## src/rtl/padcfg_pkg.sv

```systemverilog
package padcfg_pkg;
  localparam int ADDR_W = 4;

  typedef enum logic [ADDR_W-1:0] {
    RA_DIR    = 4'd0,
    RA_DEN    = 4'd1,
    RA_ANA    = 4'd2,
    RA_PUP    = 4'd3,
    RA_PDN    = 4'd4,
    RA_ODN    = 4'd5,
    RA_DRV2   = 4'd6,
    RA_DRV4   = 4'd7,
    RA_DRV8   = 4'd8,
    RA_SLEW   = 4'd9,
    RA_AFEN   = 4'd10,
    RA_FSEL   = 4'd11,
    RA_LOCK   = 4'd12,
    RA_COMMIT = 4'd13
  } reg_addr_e;
endpackage

```

## src/rtl/padcfg_excl_group.sv

```systemverilog
// A group of N per-pin registers where a written 1 in one member clears
// the same pin in every sibling. Bits outside wmask_i are never touched.
module padcfg_excl_group #(
  parameter int                W   = 8,
  parameter int                N   = 2,
  parameter logic [N*W-1:0]    RST = '0
) (
  input  logic                  clk_i,
  input  logic                  rst_ni,
  input  logic [N-1:0]          wr_sel_i,
  input  logic [W-1:0]          wdata_i,
  input  logic [W-1:0]          wmask_i,
  output logic [N-1:0][W-1:0]   q_o
);
  function automatic logic [W-1:0] merge(input logic [W-1:0] old_v,
                                         input logic [W-1:0] new_v,
                                         input logic [W-1:0] m);
    return (old_v & ~m) | (new_v & m);
  endfunction

  logic [W-1:0] set_bits;
  logic         any_wr;

  assign set_bits = wdata_i & wmask_i;
  assign any_wr   = |wr_sel_i;

  for (genvar k = 0; k < N; k++) begin : g_member
    always_ff @(posedge clk_i or negedge rst_ni) begin
      if (!rst_ni)           q_o[k] <= RST[k*W +: W];
      else if (wr_sel_i[k])  q_o[k] <= merge(q_o[k], wdata_i, wmask_i);
      else if (any_wr)       q_o[k] <= q_o[k] & ~set_bits;
    end
  end
endmodule

```

## src/rtl/padcfg_lock_guard.sv

```systemverilog
// Key register and commit mask; produces the per-pin write mask.
module padcfg_lock_guard #(
  parameter int              W     = 8,
  parameter logic [W-1:0]    PROT  = 8'h09,
  parameter logic [31:0]     KEY   = 32'h4C4F434B
) (
  input  logic          clk_i,
  input  logic          rst_ni,
  input  logic          key_wr_i,
  input  logic          commit_wr_i,
  input  logic [31:0]   wdata_i,
  output logic          unlocked_o,
  output logic [W-1:0]  commit_o,
  output logic [W-1:0]  gate_mask_o
);
  always_ff @(posedge clk_i or negedge rst_ni) begin
    if (!rst_ni) begin
      unlocked_o <= 1'b0;
      commit_o   <= ~PROT;
    end else begin
      if (key_wr_i)                   unlocked_o <= (wdata_i == KEY);
      if (commit_wr_i && unlocked_o)  commit_o   <= wdata_i[W-1:0];
    end
  end

  // a pin is writable unless it is protected and not committed
  assign gate_mask_o = ~(PROT & ~commit_o);
endmodule

```

## src/rtl/padcfg_bank.sv

```systemverilog
module padcfg_bank
  import padcfg_pkg::*;
#(
  parameter int                  NPINS      = 8,
  parameter int                  FSEL_W     = 4,
  parameter logic [NPINS-1:0]    PROT_MASK  = 8'h09,
  parameter logic [31:0]         UNLOCK_KEY = 32'h4C4F434B
) (
  input  logic                 clk_i,
  input  logic                 rst_ni,
  input  logic                 bus_we_i,
  input  logic [ADDR_W-1:0]    bus_addr_i,
  input  logic [31:0]          bus_wdata_i,
  output logic [31:0]          bus_rdata_o,
  output logic [NPINS-1:0]     pad_dir_o,
  output logic [NPINS-1:0]     pad_den_o,
  output logic [NPINS-1:0]     pad_ana_o,
  output logic [NPINS-1:0]     pad_pu_o,
  output logic [NPINS-1:0]     pad_pd_o,
  output logic [NPINS-1:0]     pad_od_o,
  output logic [NPINS-1:0]     pad_dr2_o,
  output logic [NPINS-1:0]     pad_dr4_o,
  output logic [NPINS-1:0]     pad_dr8_o,
  output logic [NPINS-1:0]     pad_slew_o,
  output logic [NPINS-1:0]     pad_af_o,
  output logic [NPINS*FSEL_W-1:0] pad_fsel_o
);
  localparam int FSEL_BITS = NPINS * FSEL_W;

  function automatic logic [FSEL_BITS-1:0] fsel_reset();
    logic [FSEL_BITS-1:0] r;
    r = '0;
    for (int i = 0; i < NPINS; i++)
      if (PROT_MASK[i]) r[i*FSEL_W +: FSEL_W] = FSEL_W'(1);
    return r;
  endfunction

  function automatic logic [NPINS-1:0] merge(input logic [NPINS-1:0] old_v,
                                             input logic [NPINS-1:0] new_v,
                                             input logic [NPINS-1:0] m);
    return (old_v & ~m) | (new_v & m);
  endfunction

  // named internal events
  logic                 unlocked;
  logic [NPINS-1:0]     commit;
  logic [NPINS-1:0]     gate_mask;
  logic [NPINS-1:0]     wd;
  logic                 wr_dir, wr_den, wr_ana, wr_odn, wr_slew, wr_afen, wr_fsel;
  logic                 wr_lock, wr_commit;
  logic [1:0]           wr_pull;
  logic [2:0]           wr_drv;

  assign wd        = bus_wdata_i[NPINS-1:0];
  assign wr_dir    = bus_we_i && (bus_addr_i == RA_DIR);
  assign wr_den    = bus_we_i && (bus_addr_i == RA_DEN);
  assign wr_ana    = bus_we_i && (bus_addr_i == RA_ANA);
  assign wr_odn    = bus_we_i && (bus_addr_i == RA_ODN);
  assign wr_slew   = bus_we_i && (bus_addr_i == RA_SLEW);
  assign wr_afen   = bus_we_i && (bus_addr_i == RA_AFEN);
  assign wr_fsel   = bus_we_i && (bus_addr_i == RA_FSEL);
  assign wr_lock   = bus_we_i && (bus_addr_i == RA_LOCK);
  assign wr_commit = bus_we_i && (bus_addr_i == RA_COMMIT);
  assign wr_pull   = {bus_we_i && (bus_addr_i == RA_PDN),
                      bus_we_i && (bus_addr_i == RA_PUP)};
  assign wr_drv    = {bus_we_i && (bus_addr_i == RA_DRV8),
                      bus_we_i && (bus_addr_i == RA_DRV4),
                      bus_we_i && (bus_addr_i == RA_DRV2)};

  padcfg_lock_guard #(.W(NPINS), .PROT(PROT_MASK), .KEY(UNLOCK_KEY)) u_guard (
    .clk_i       (clk_i),
    .rst_ni      (rst_ni),
    .key_wr_i    (wr_lock),
    .commit_wr_i (wr_commit),
    .wdata_i     (bus_wdata_i),
    .unlocked_o  (unlocked),
    .commit_o    (commit),
    .gate_mask_o (gate_mask)
  );

  logic [1:0][NPINS-1:0] pull_q;
  logic [2:0][NPINS-1:0] drv_q;

  padcfg_excl_group #(.W(NPINS), .N(2), .RST('0)) u_pull (
    .clk_i    (clk_i),
    .rst_ni   (rst_ni),
    .wr_sel_i (wr_pull),
    .wdata_i  (wd),
    .wmask_i  (gate_mask),
    .q_o      (pull_q)
  );

  padcfg_excl_group #(.W(NPINS), .N(3),
                      .RST({{(2*NPINS){1'b0}}, {NPINS{1'b1}}})) u_drive (
    .clk_i    (clk_i),
    .rst_ni   (rst_ni),
    .wr_sel_i (wr_drv),
    .wdata_i  (wd),
    .wmask_i  ({NPINS{1'b1}}),
    .q_o      (drv_q)
  );

  logic [NPINS-1:0]     dir_q, den_q, ana_q, odn_q, slew_q, afen_q;
  logic [FSEL_BITS-1:0] fsel_q;

  always_ff @(posedge clk_i or negedge rst_ni) begin
    if (!rst_ni) begin
      dir_q  <= '0;
      den_q  <= '1;
      ana_q  <= '0;
      odn_q  <= '0;
      slew_q <= '0;
      afen_q <= PROT_MASK;
      fsel_q <= fsel_reset();
    end else begin
      if (wr_dir)  dir_q  <= wd;
      if (wr_den)  den_q  <= merge(den_q, wd, gate_mask);
      if (wr_ana)  ana_q  <= wd;
      if (wr_odn)  odn_q  <= wd;
      if (wr_slew) slew_q <= wd;
      if (wr_afen) afen_q <= merge(afen_q, wd, gate_mask);
      if (wr_fsel) fsel_q <= bus_wdata_i[FSEL_BITS-1:0];
    end
  end

  always_comb begin
    case (bus_addr_i)
      RA_DIR:    bus_rdata_o = 32'(dir_q);
      RA_DEN:    bus_rdata_o = 32'(den_q);
      RA_ANA:    bus_rdata_o = 32'(ana_q);
      RA_PUP:    bus_rdata_o = 32'(pull_q[0]);
      RA_PDN:    bus_rdata_o = 32'(pull_q[1]);
      RA_ODN:    bus_rdata_o = 32'(odn_q);
      RA_DRV2:   bus_rdata_o = 32'(drv_q[0]);
      RA_DRV4:   bus_rdata_o = 32'(drv_q[1]);
      RA_DRV8:   bus_rdata_o = 32'(drv_q[2]);
      RA_SLEW:   bus_rdata_o = 32'(slew_q);
      RA_AFEN:   bus_rdata_o = 32'(afen_q);
      RA_FSEL:   bus_rdata_o = 32'(fsel_q);
      RA_LOCK:   bus_rdata_o = {31'b0, ~unlocked};
      RA_COMMIT: bus_rdata_o = 32'(commit);
      default:   bus_rdata_o = '0;
    endcase
  end

  assign pad_dir_o  = dir_q;
  assign pad_den_o  = den_q;
  assign pad_ana_o  = ana_q;
  assign pad_pu_o   = pull_q[0];
  assign pad_pd_o   = pull_q[1];
  assign pad_od_o   = odn_q;
  assign pad_dr2_o  = drv_q[0];
  assign pad_dr4_o  = drv_q[1];
  assign pad_dr8_o  = drv_q[2];
  assign pad_slew_o = slew_q & drv_q[2];
  assign pad_fsel_o = fsel_q;

  for (genvar i = 0; i < NPINS; i++) begin : g_af
    assign pad_af_o[i] = afen_q[i] & (|fsel_q[i*FSEL_W +: FSEL_W]);
  end
endmodule

```

## config.mk

```make
export PLATFORM = sky130hd
export DESIGN_NAME = padcfg_bank
export DESIGN_NICKNAME = d
export VERILOG_FILES = /design/src/rtl/padcfg_pkg.sv /design/src/rtl/padcfg_excl_group.sv /design/src/rtl/padcfg_lock_guard.sv /design/src/rtl/padcfg_bank.sv
export SDC_FILE = /design/constraint.sdc
export NUM_CORES = 1
export LEC_CHECK = 0
export ABC_AREA = 1
export BUFFER_PORTS_ARGS = -buffer_cell sky130_fd_sc_hd__buf_4
export CAP_MARGIN = 20
export CORE_MARGIN = 2
export CORE_UTILIZATION = 59
export CTS_BUF_LIST = sky130_fd_sc_hd__clkbuf_8 sky130_fd_sc_hd__clkbuf_16
export CTS_CLUSTER_DIAMETER = 60
export DETAILED_ROUTE_END_ITERATION = 16
export PLACE_DENSITY = 0.87
export SLEW_MARGIN = 20
export SYNTH_ARGS = -nofsm -noshare
export SYNTH_HDL_FRONTEND = slang
export SYNTH_HIERARCHICAL = 1
export SYNTH_SLANG_ARGS = --single-unit
```

## constraint.sdc

```tcl
create_clock -name clk_i -period 1.7 [get_ports clk_i]
set_input_delay 0 -clock clk_i [delete_from_list [all_inputs] [get_ports clk_i]]
set_output_delay 0 -clock clk_i [all_outputs]
set_load 0.005 [all_outputs]
```

After elaboration in Yosys (flattened, before gate mapping)

Cells that the tools add are included.

Flip-flop bits (word level): 129
Output and inout bits: 152

Eq/ne operators: 14
Muxes and demuxes: 11
Bitwise logic cells: 29
Reductions and logical operators: 31

Operators with widths:

| operator               | number |
|---|---|
| $pmux W32 S14          | 1 |
| $and A8 B8 Y8          | 11 |
| $mux W8                | 10 |
| $eq A32 B31 Y1 const B | 1 |
| $or A8 B8 Y8           | 4 |
| $reduce_or A4 Y1       | 8 |
| $eq A4 B4 Y1 const B   | 6 |
| $not A8 Y8             | 3 |
| $eq A4 B3 Y1 const B   | 4 |
| $logic_and A1 B1 Y1    | 15 |
| $reduce_bool A2 Y1     | 5 |
| $and A1 B1 Y1          | 8 |
| $eq A4 B2 Y1 const B   | 2 |
| $not A4 Y8             | 1 |
| $eq A4 B1 Y1 const B   | 1 |
| $logic_not A4 Y1       | 1 |
| $not A4 Y4             | 1 |
| $reduce_or A3 Y1       | 1 |
| $reduce_or A2 Y1       | 1 |
| $not A1 Y1             | 1 |

Logic depth before layout (Yosys ltp)

Gate-level depths: netlist of the first run.

Depth after elaboration: 7
Depth in mapped cells: 11
Gate-level depth less buffers: 9

Modules after synthesis

The synthesis of the first run kept the hierarchy.

Modules (own cells, without submodules):

| module                       | times used | cells an instance | area an instance (µm²) | sequential area each (µm²) |
|---|---|---|---|---|
| padcfg_bank                  | 1          | 629               | 4,533.1                | 2,016.9 |
| padcfg_excl_group at u_drive | 1          | 298               | 1,803.0                | 610.6 |
| padcfg_excl_group at u_pull  | 1          | 127               | 892.1                  | 400.4 |
| padcfg_lock_guard            | 1          | 64                | 571.8                  | 232.7 |

Least setup slack after synthesis of the first run

OpenSTA, ideal clock, no wires.

Kind: input to register
Start point: input port bus_addr_i[1]
End point: register with a tool-made name
Library setup time: 0.116 ns
Arrival: 1.001 ns
Data required time: 1.584 ns
Path slack: 0.583 ns
Stages: 10
Buffers on the path: 2
Cell sequence: inv_1 -> nand2_1 -> nor3_1 -> buf_4 -> inv_2 -> buf_4 -> nand3_1 -> nand2_1 -> nand2_1 -> nand2_1

RTL lines:

| item        | RTL line          | source |
|---|---|---|
| from (decl) | padcfg_bank.sv:12 | `input logic [ADDR_W-1:0] bus_addr_i,` |

Worst setup path in the final report of the first run

Start point: register dir_q[2] (netlist: pad_dir_o[2])
End point: output port bus_rdata_o[2]

Cells in the longest elaborated chain, start to end: 1

RTL lines:

| item                   | RTL line           | source |
|---|---|---|
| from (decl)            | padcfg_bank.sv:103 | `logic [NPINS-1:0] dir_q, den_q, ana_q, odn_q, slew_q, afen_q;` |
| from (signal assigned) | padcfg_bank.sv:116 | `if (wr_dir) dir_q <= wd;` |
| $pmux W32 S14          | padcfg_bank.sv:127 | `case (bus_addr_i)` |
| to (decl)              | padcfg_bank.sv:14  | `output logic [31:0] bus_rdata_o,` |

No other way between the ends.

==> flow_summary.toml, run 1 <==
[power_and_ir_drop]
ir_worst_vdd_v = 0.000835
power_density_mw_per_mm2 = 985
p_total_mw = 10.3
leakagePower_nw = 5.77

[sta]
setup_violations = 0
max_clock_freq_mhz = 610
maxSlewViolCount = 0
holdWs_ns = 0.0506
rsz0062_at_grt = "no"
period_needed_ns = 1.64
hold_viol = 0
setup_tns_ns = 0
slew_headroom_pct = 62.7
skew_ns = 0.00601
fin_crit_sh_pct = 96.4
worst_pin_slew_ns = 0.557

[floorplan]
initial_core_util_pct = 59.6
die-area_mm2 = 0.0142
chipWidth_um = 119
num_rows = 42
coreArea_mm2 = 0.0131
dieHeight_um = 119
num_io_pins = 191

[logic_synthesis]
synthTopCellsByArea = "dfrtp_1 33%, nand2_1 19%, dfstp_2 8.8%"
synth_cell_types = 32
synth.avg_cell_area_um2 = 6.98
synth_top_cell_by_area = "dfrtp_1"
yosys.area_share.simple_pct = 35.5
synth.yosys.seq_area_share_pct = 41.8
synth_top_family_by_area = "simple AND/OR/NAND/NOR gates"
syn-cell-area_mm2 = 0.00780
synth-adder-area-share_pct = 0
synth_top_area_share_pct = 33.0
syn_inst = 1118
synth_seq_cells = 129
yosysWarnings = 6
synthMuxAreaShare_pct = 1.35
synth_xor_area_share_pct = 0
synth_compound_area_share_pct = 9.06

[worst_setup_path]
cp-end-kind = "output pin"
timing.rr.start = "u_guard/unlocked_o"
r2r_slack_ns = 0.64
reg2reg_depth = 2
crit_path_start_kind = "flip-flop"
timing.rr.end = "u_guard/commit_o[0]"
required_ns = 1.70
crit_type = "flip-flop to output pin"
worstPathArrival_ns = 1.64
crit_fanout = 3

[cts]
clock_sinks = 129
path_clk_slew_ns = 0.06
numCtsBuffers = 17
clk_latency_ns = 0.44
cts_buffer_depth = 2
cts-htree-levels = 4
root_buffer = "clkbuf_16"
post_cts_buffers = 0
cts_tree = "built"

[cells_and_area]
final_cells = 1568
drive_above_1_share_pct = 23.5
n_fill_cell = 887
multiInputGateArea_mm2 = 0.00373
layout_commonest_cell = "nand2_1"
final_cell_mix = "403 x nand2_1, 217 x buf_4, 144 x inv_1, 110 x nand3_1, 103 x dfrtp_1"
finalNetCount = 1418
seqCellArea_mm2 = 0.00326
syn2layout_area_growth_pct = 33.8
antenna_cells = 0

[placed_design]
port-buffer-count = 190
dp_cells = 1503
detailed_place_hpwl_um = 19000
routabilityCongestion = 0.961

[grt]
grt-ovfl-total = 0
grtUsageTotal_pct = 39.5
antenna_found_initial = 0
grt_pass1_wl_um = 42900
grt_start_max_net_pins = 56
grt_pass1_vias = 8387

[route]
detail_route.first_pass.iterations = 6
viasPerCell = 5.55
drtIter0Drc = 1087
wl_per_cell_um = 17.7
drtAntennaViolNets = 0
num_vias = 8709
drc = 0
drt_wl_total_um = 27800

[outcome]
outcome = "complete, no violations"

[flow_run]
drv_cap = 0

[worst_hold_path]
hp-class = "input port to async pin"
==> cell type report <==
class	count	area share (%)
clock inverters	12	1.59
repair buffers	254	19.5
inverters	147	5.29
flip-flops and latches	129	31.2
multi-input cells	830	35.8
clock buffers	20	4.47
well taps	176	2.11
==> synthesized netlist by cell type <==
| library cell | count |
|---|---|
| nor3_1 | 12 |
| nor2_1 | 101 |
| dfrtp_1 | 103 |
| o21ai_1 | 22 |
| nor4_1 | 2 |
| inv_1 | 141 |
| nor2_2 | 7 |
| a41oi_1 | 1 |
| nor2_8 | 1 |
| buf_8 | 2 |
| clkbuf_1 | 4 |
| nand3_1 | 110 |
| a21oi_1 | 58 |
| nand2_1 | 403 |
| buf_6 | 16 |
| nor3_4 | 1 |
| nand3_2 | 1 |
| o21ai_2 | 6 |
| mux2_4 | 7 |
| nand4_1 | 2 |
| o21ai_0 | 31 |
| nand2_4 | 6 |
| buf_4 | 17 |
| buf_2 | 9 |
| dfstp_2 | 26 |
| nand2_2 | 4 |
| conb_1 | 2 |
| o21a_1 | 5 |
| nand3b_1 | 2 |
| a21oi_2 | 6 |
| inv_2 | 6 |
| nor2_4 | 4 |
==> repair_timing <==
action | 4_1_cts | 5_1_grt
hold endpoints to repair | 158 | 0
hold buffers | 33 | 0
resized for setup | 0 | 0
==> how the worst max path moves through the flow <==
stage / start / end / cells past startpoint
2_1_floorplan: bus_addr_i[1] / flip-flop / 10
6_report: pad_dir_o[2] / bus_rdata_o[2] / 5
5_1_grt: pad_dir_o[2] / bus_rdata_o[2] / 5
3_5_place_dp: bus_addr_i[1] / u_guard/unlocked_o / 11
3_3_place_gp: bus_addr_i[1] / u_guard/unlocked_o / 11
4_1_cts: pad_dir_o[2] / bus_rdata_o[2] / 5
==> cell families after synthesis <==
logic type | after synthesis
AOI/OAI and AO/OA | 129
muxes | 7
buffers and inverters | 195
other | 2
and+or+nand+nor | 656
DFF | 129
==> worst max-delay path: stages (launching register included) <==
cell,delay [ns]
dfrtp_1,0.41
nand3_1,0.12
nand2_1,0.09
nor3_1,0.27
nand2_1,0.15
buf_4,0.16
==> stage by stage <==
step	instance area, µm²	util (%)	worst slack [ns]
final	10400	79.8	0.0613
after global placement	9470	72.4	0.197
after detailed placement	9470	72.4	0.191
after global routing	10400	79.8	0.0304
after CTS	10400	79.8	0.108
after floorplan	7940	-	0.583
==> power by group <==
group / internal, mW / switching, mW / total, mW
Combinational: 1.07 / 1.14 / 2.21
Sequential: 3.59 / 0.527 / 4.11
Clock: 2.55 / 1.41 / 3.96
Total: 7.21 / 3.07 / 10.3
==> per-layer routing <==
metal	track usage, %	routed length, µm
met3	8.76	2910
met4	22.2	1480
met2	64.9	13300
met1	47.9	10000
met5	0	0
No activity file was read; power rests on OpenSTA's default activity.
==> inputs of run 2 (changes only) <==
BUFFER_PORTS_ARGS = default   (was -buffer_cell sky130_fd_sc_hd__buf_4)
CORE_UTILIZATION = 60   (was 59)
DONT_BUFFER_PORTS = 1   (was default)
PLACE_DENSITY = 0.76   (was 0.87)
==> run 2 against run 1 <==
  * The flow now finishes with violations (negative hold slack)
  * Sequential share of layout area rose by 5.5 points
  * Clock-buffer cell count rose by 3
  * Clock skew rose by 0.00074 ns
  * Final cell count fell by 13%
  * Power fell by 11%
  * Wire length fell by 11%
  * Sequential power rose by 2%
==> flow_summary.toml, run 2 (synthesized netlist as in run 1, its figures left out) <==
[outcome]
outcome = "complete, but fails checks"
violations = "negative hold slack"

[worst_setup_path]
worstPathArrival_ns = 1.58
required_ns = 1.70
crit_path_start_kind = "input port"
crit_type = "input port to output pin"
crit_fanout = 20
cp-end-kind = "output pin"

[sta]
fin_crit_sh_pct = 93.1
fin_ws_ns = 0.117
setup_violations = 0
rsz0062_at_grt = "no"
hold_viol = 129
max_clock_freq_mhz = 632
worst_pin_slew_ns = 0.771
setup_tns_ns = 0
skew_ns = 0.00676
maxSlewViolCount = 0
period_needed_ns = 1.58
holdWs_ns = -0.722
slew_headroom_pct = 48.6

[placed_design]
place_area_mm2 = 0.00788
detailed_place_hpwl_um = 17000
routabilityCongestion = 1.04
dpl_worst_slack_ns = 0.199
port-buffer-count = 0

[power_and_ir_drop]
leakagePower_nw = 4.71
ir_worst_vdd_v = 0.000810
power_density_mw_per_mm2 = 1030

[cells_and_area]
final_cell_mix = "403 x nand2_1, 142 x inv_1, 110 x nand3_1, 103 x dfrtp_1, 100 x nor2_1"
syn2layout_area_growth_pct = 13.7
drive_above_1_share_pct = 10.6
fin_util_pct = 70.0
layout_commonest_cell = "nand2_1"
antenna_cells = 0
stdcell_area_mm2 = 0.00886
finalNetCount = 1217

[floorplan]
coreArea_mm2 = 0.0127
chipWidth_um = 118
dieHeight_um = 118
num_rows = 41
initial_core_util_pct = 61.6
num_io_pins = 191
die-area_mm2 = 0.0139

[cts]
path_clk_slew_ns = 0.05
cts-htree-levels = 4
cts_resized = 0
root_buffer = "clkbuf_16"
clock_sinks = 129
cts_buffer_depth = 2
numCtsBuffers = 17
hold_buffers = 36
cts_tree = "built"
clk_latency_ns = 0.42

[route]
num_vias = 7651
drtAntennaViolNets = 0
viasPerCell = 5.61
drt_wl_total_um = 24800
drtIter0Drc = 825
wl_per_cell_um = 18.2
detail_route.first_pass.iterations = 8
drc = 0

[grt]
grt_start_max_net_pins = 130
grt-ovfl-total = 0
grtUsageTotal_pct = 36.3
grt_pass1_wl_um = 39300
grt_pass1_vias = 7130
antenna_found_initial = 0

[flow_run]
drv_cap = 0

[worst_hold_path]
hp-class = "input port to async pin"
-- run 2: changes by cell type in the layout (fill, tap and decap cells not counted), sizes merged --
cell,change
buf,-204
clkbuf,+3
clkinvlp,+3
dlygate4sd3,+3
bufinv,-2
clkinv,-2
inv,-2
-- run 2: critical path: stages --
cell	delay, ns
dlygate4sd3_1	0.59
nor2_1	0.19
buf_4	0.28
nand3_1	0.10
nand2_1	0.14
inv_1	0.08
nand2_1	0.06
nor2_1	0.04
nand2_1	0.11
-- run 2: per-layer routing --
metal | track usage, % | routed length (µm)
met5 | 0 | 0
met1 | 46.1 | 9490
met4 | 16.1 | 1100
met3 | 11.3 | 2720
met2 | 57.1 | 11500
-- run 2: area by class of cell --
cell class,count,area (µm²)
clock buffer,23,508
clock inverter,9,104
fill,1081,3810
inverter,147,552
multi-input combinational,830,3740
sequential,129,3260
tap,172,215
timing repair buffer,53,488
-- run 2: final timing paths --
path                               startpoint                  end  slack, ns  depth (start not counted)
min                                    rst_ni            async pin      -0.72                          0
max in group asynchronous              rst_ni            async pin       2.16                          0
min reg2reg                         flip-flop            flip-flop       0.48                          2
max                             bus_addr_i[2]       bus_rdata_o[6]       0.12                          9
max reg2reg                u_guard/unlocked_o  u_guard/commit_o[0]       0.67                          2
min in group clk_i                   bus_we_i            flip-flop       0.03                          4
-- run 2: repair_timing --
item / in CTS / in global routing
setup endpoints to repair: 0 / 2
endpoints found under the hold margin: 251 / 129
buffers inserted: 0 / 2
-- run 2: through the flow --
step	instances	hold WS (ns)	total power, mW
2_1_floorplan	1154	-0.296	4.89
3_3_place_gp	1293	-0.291	5.23
3_5_place_dp	1293	-0.292	5.28
4_1_cts	1361	-0.736	9.09
5_1_grt	1363	-0.743	9.49
6_report	1363	-0.722	9.12
-- run 2: power breakdown --
part	total [mW]	internal [mW]	switching (mW)
clock	3.72	2.38	1.34
sequential	4.18	3.59	0.593
combinational	1.22	0.444	0.774
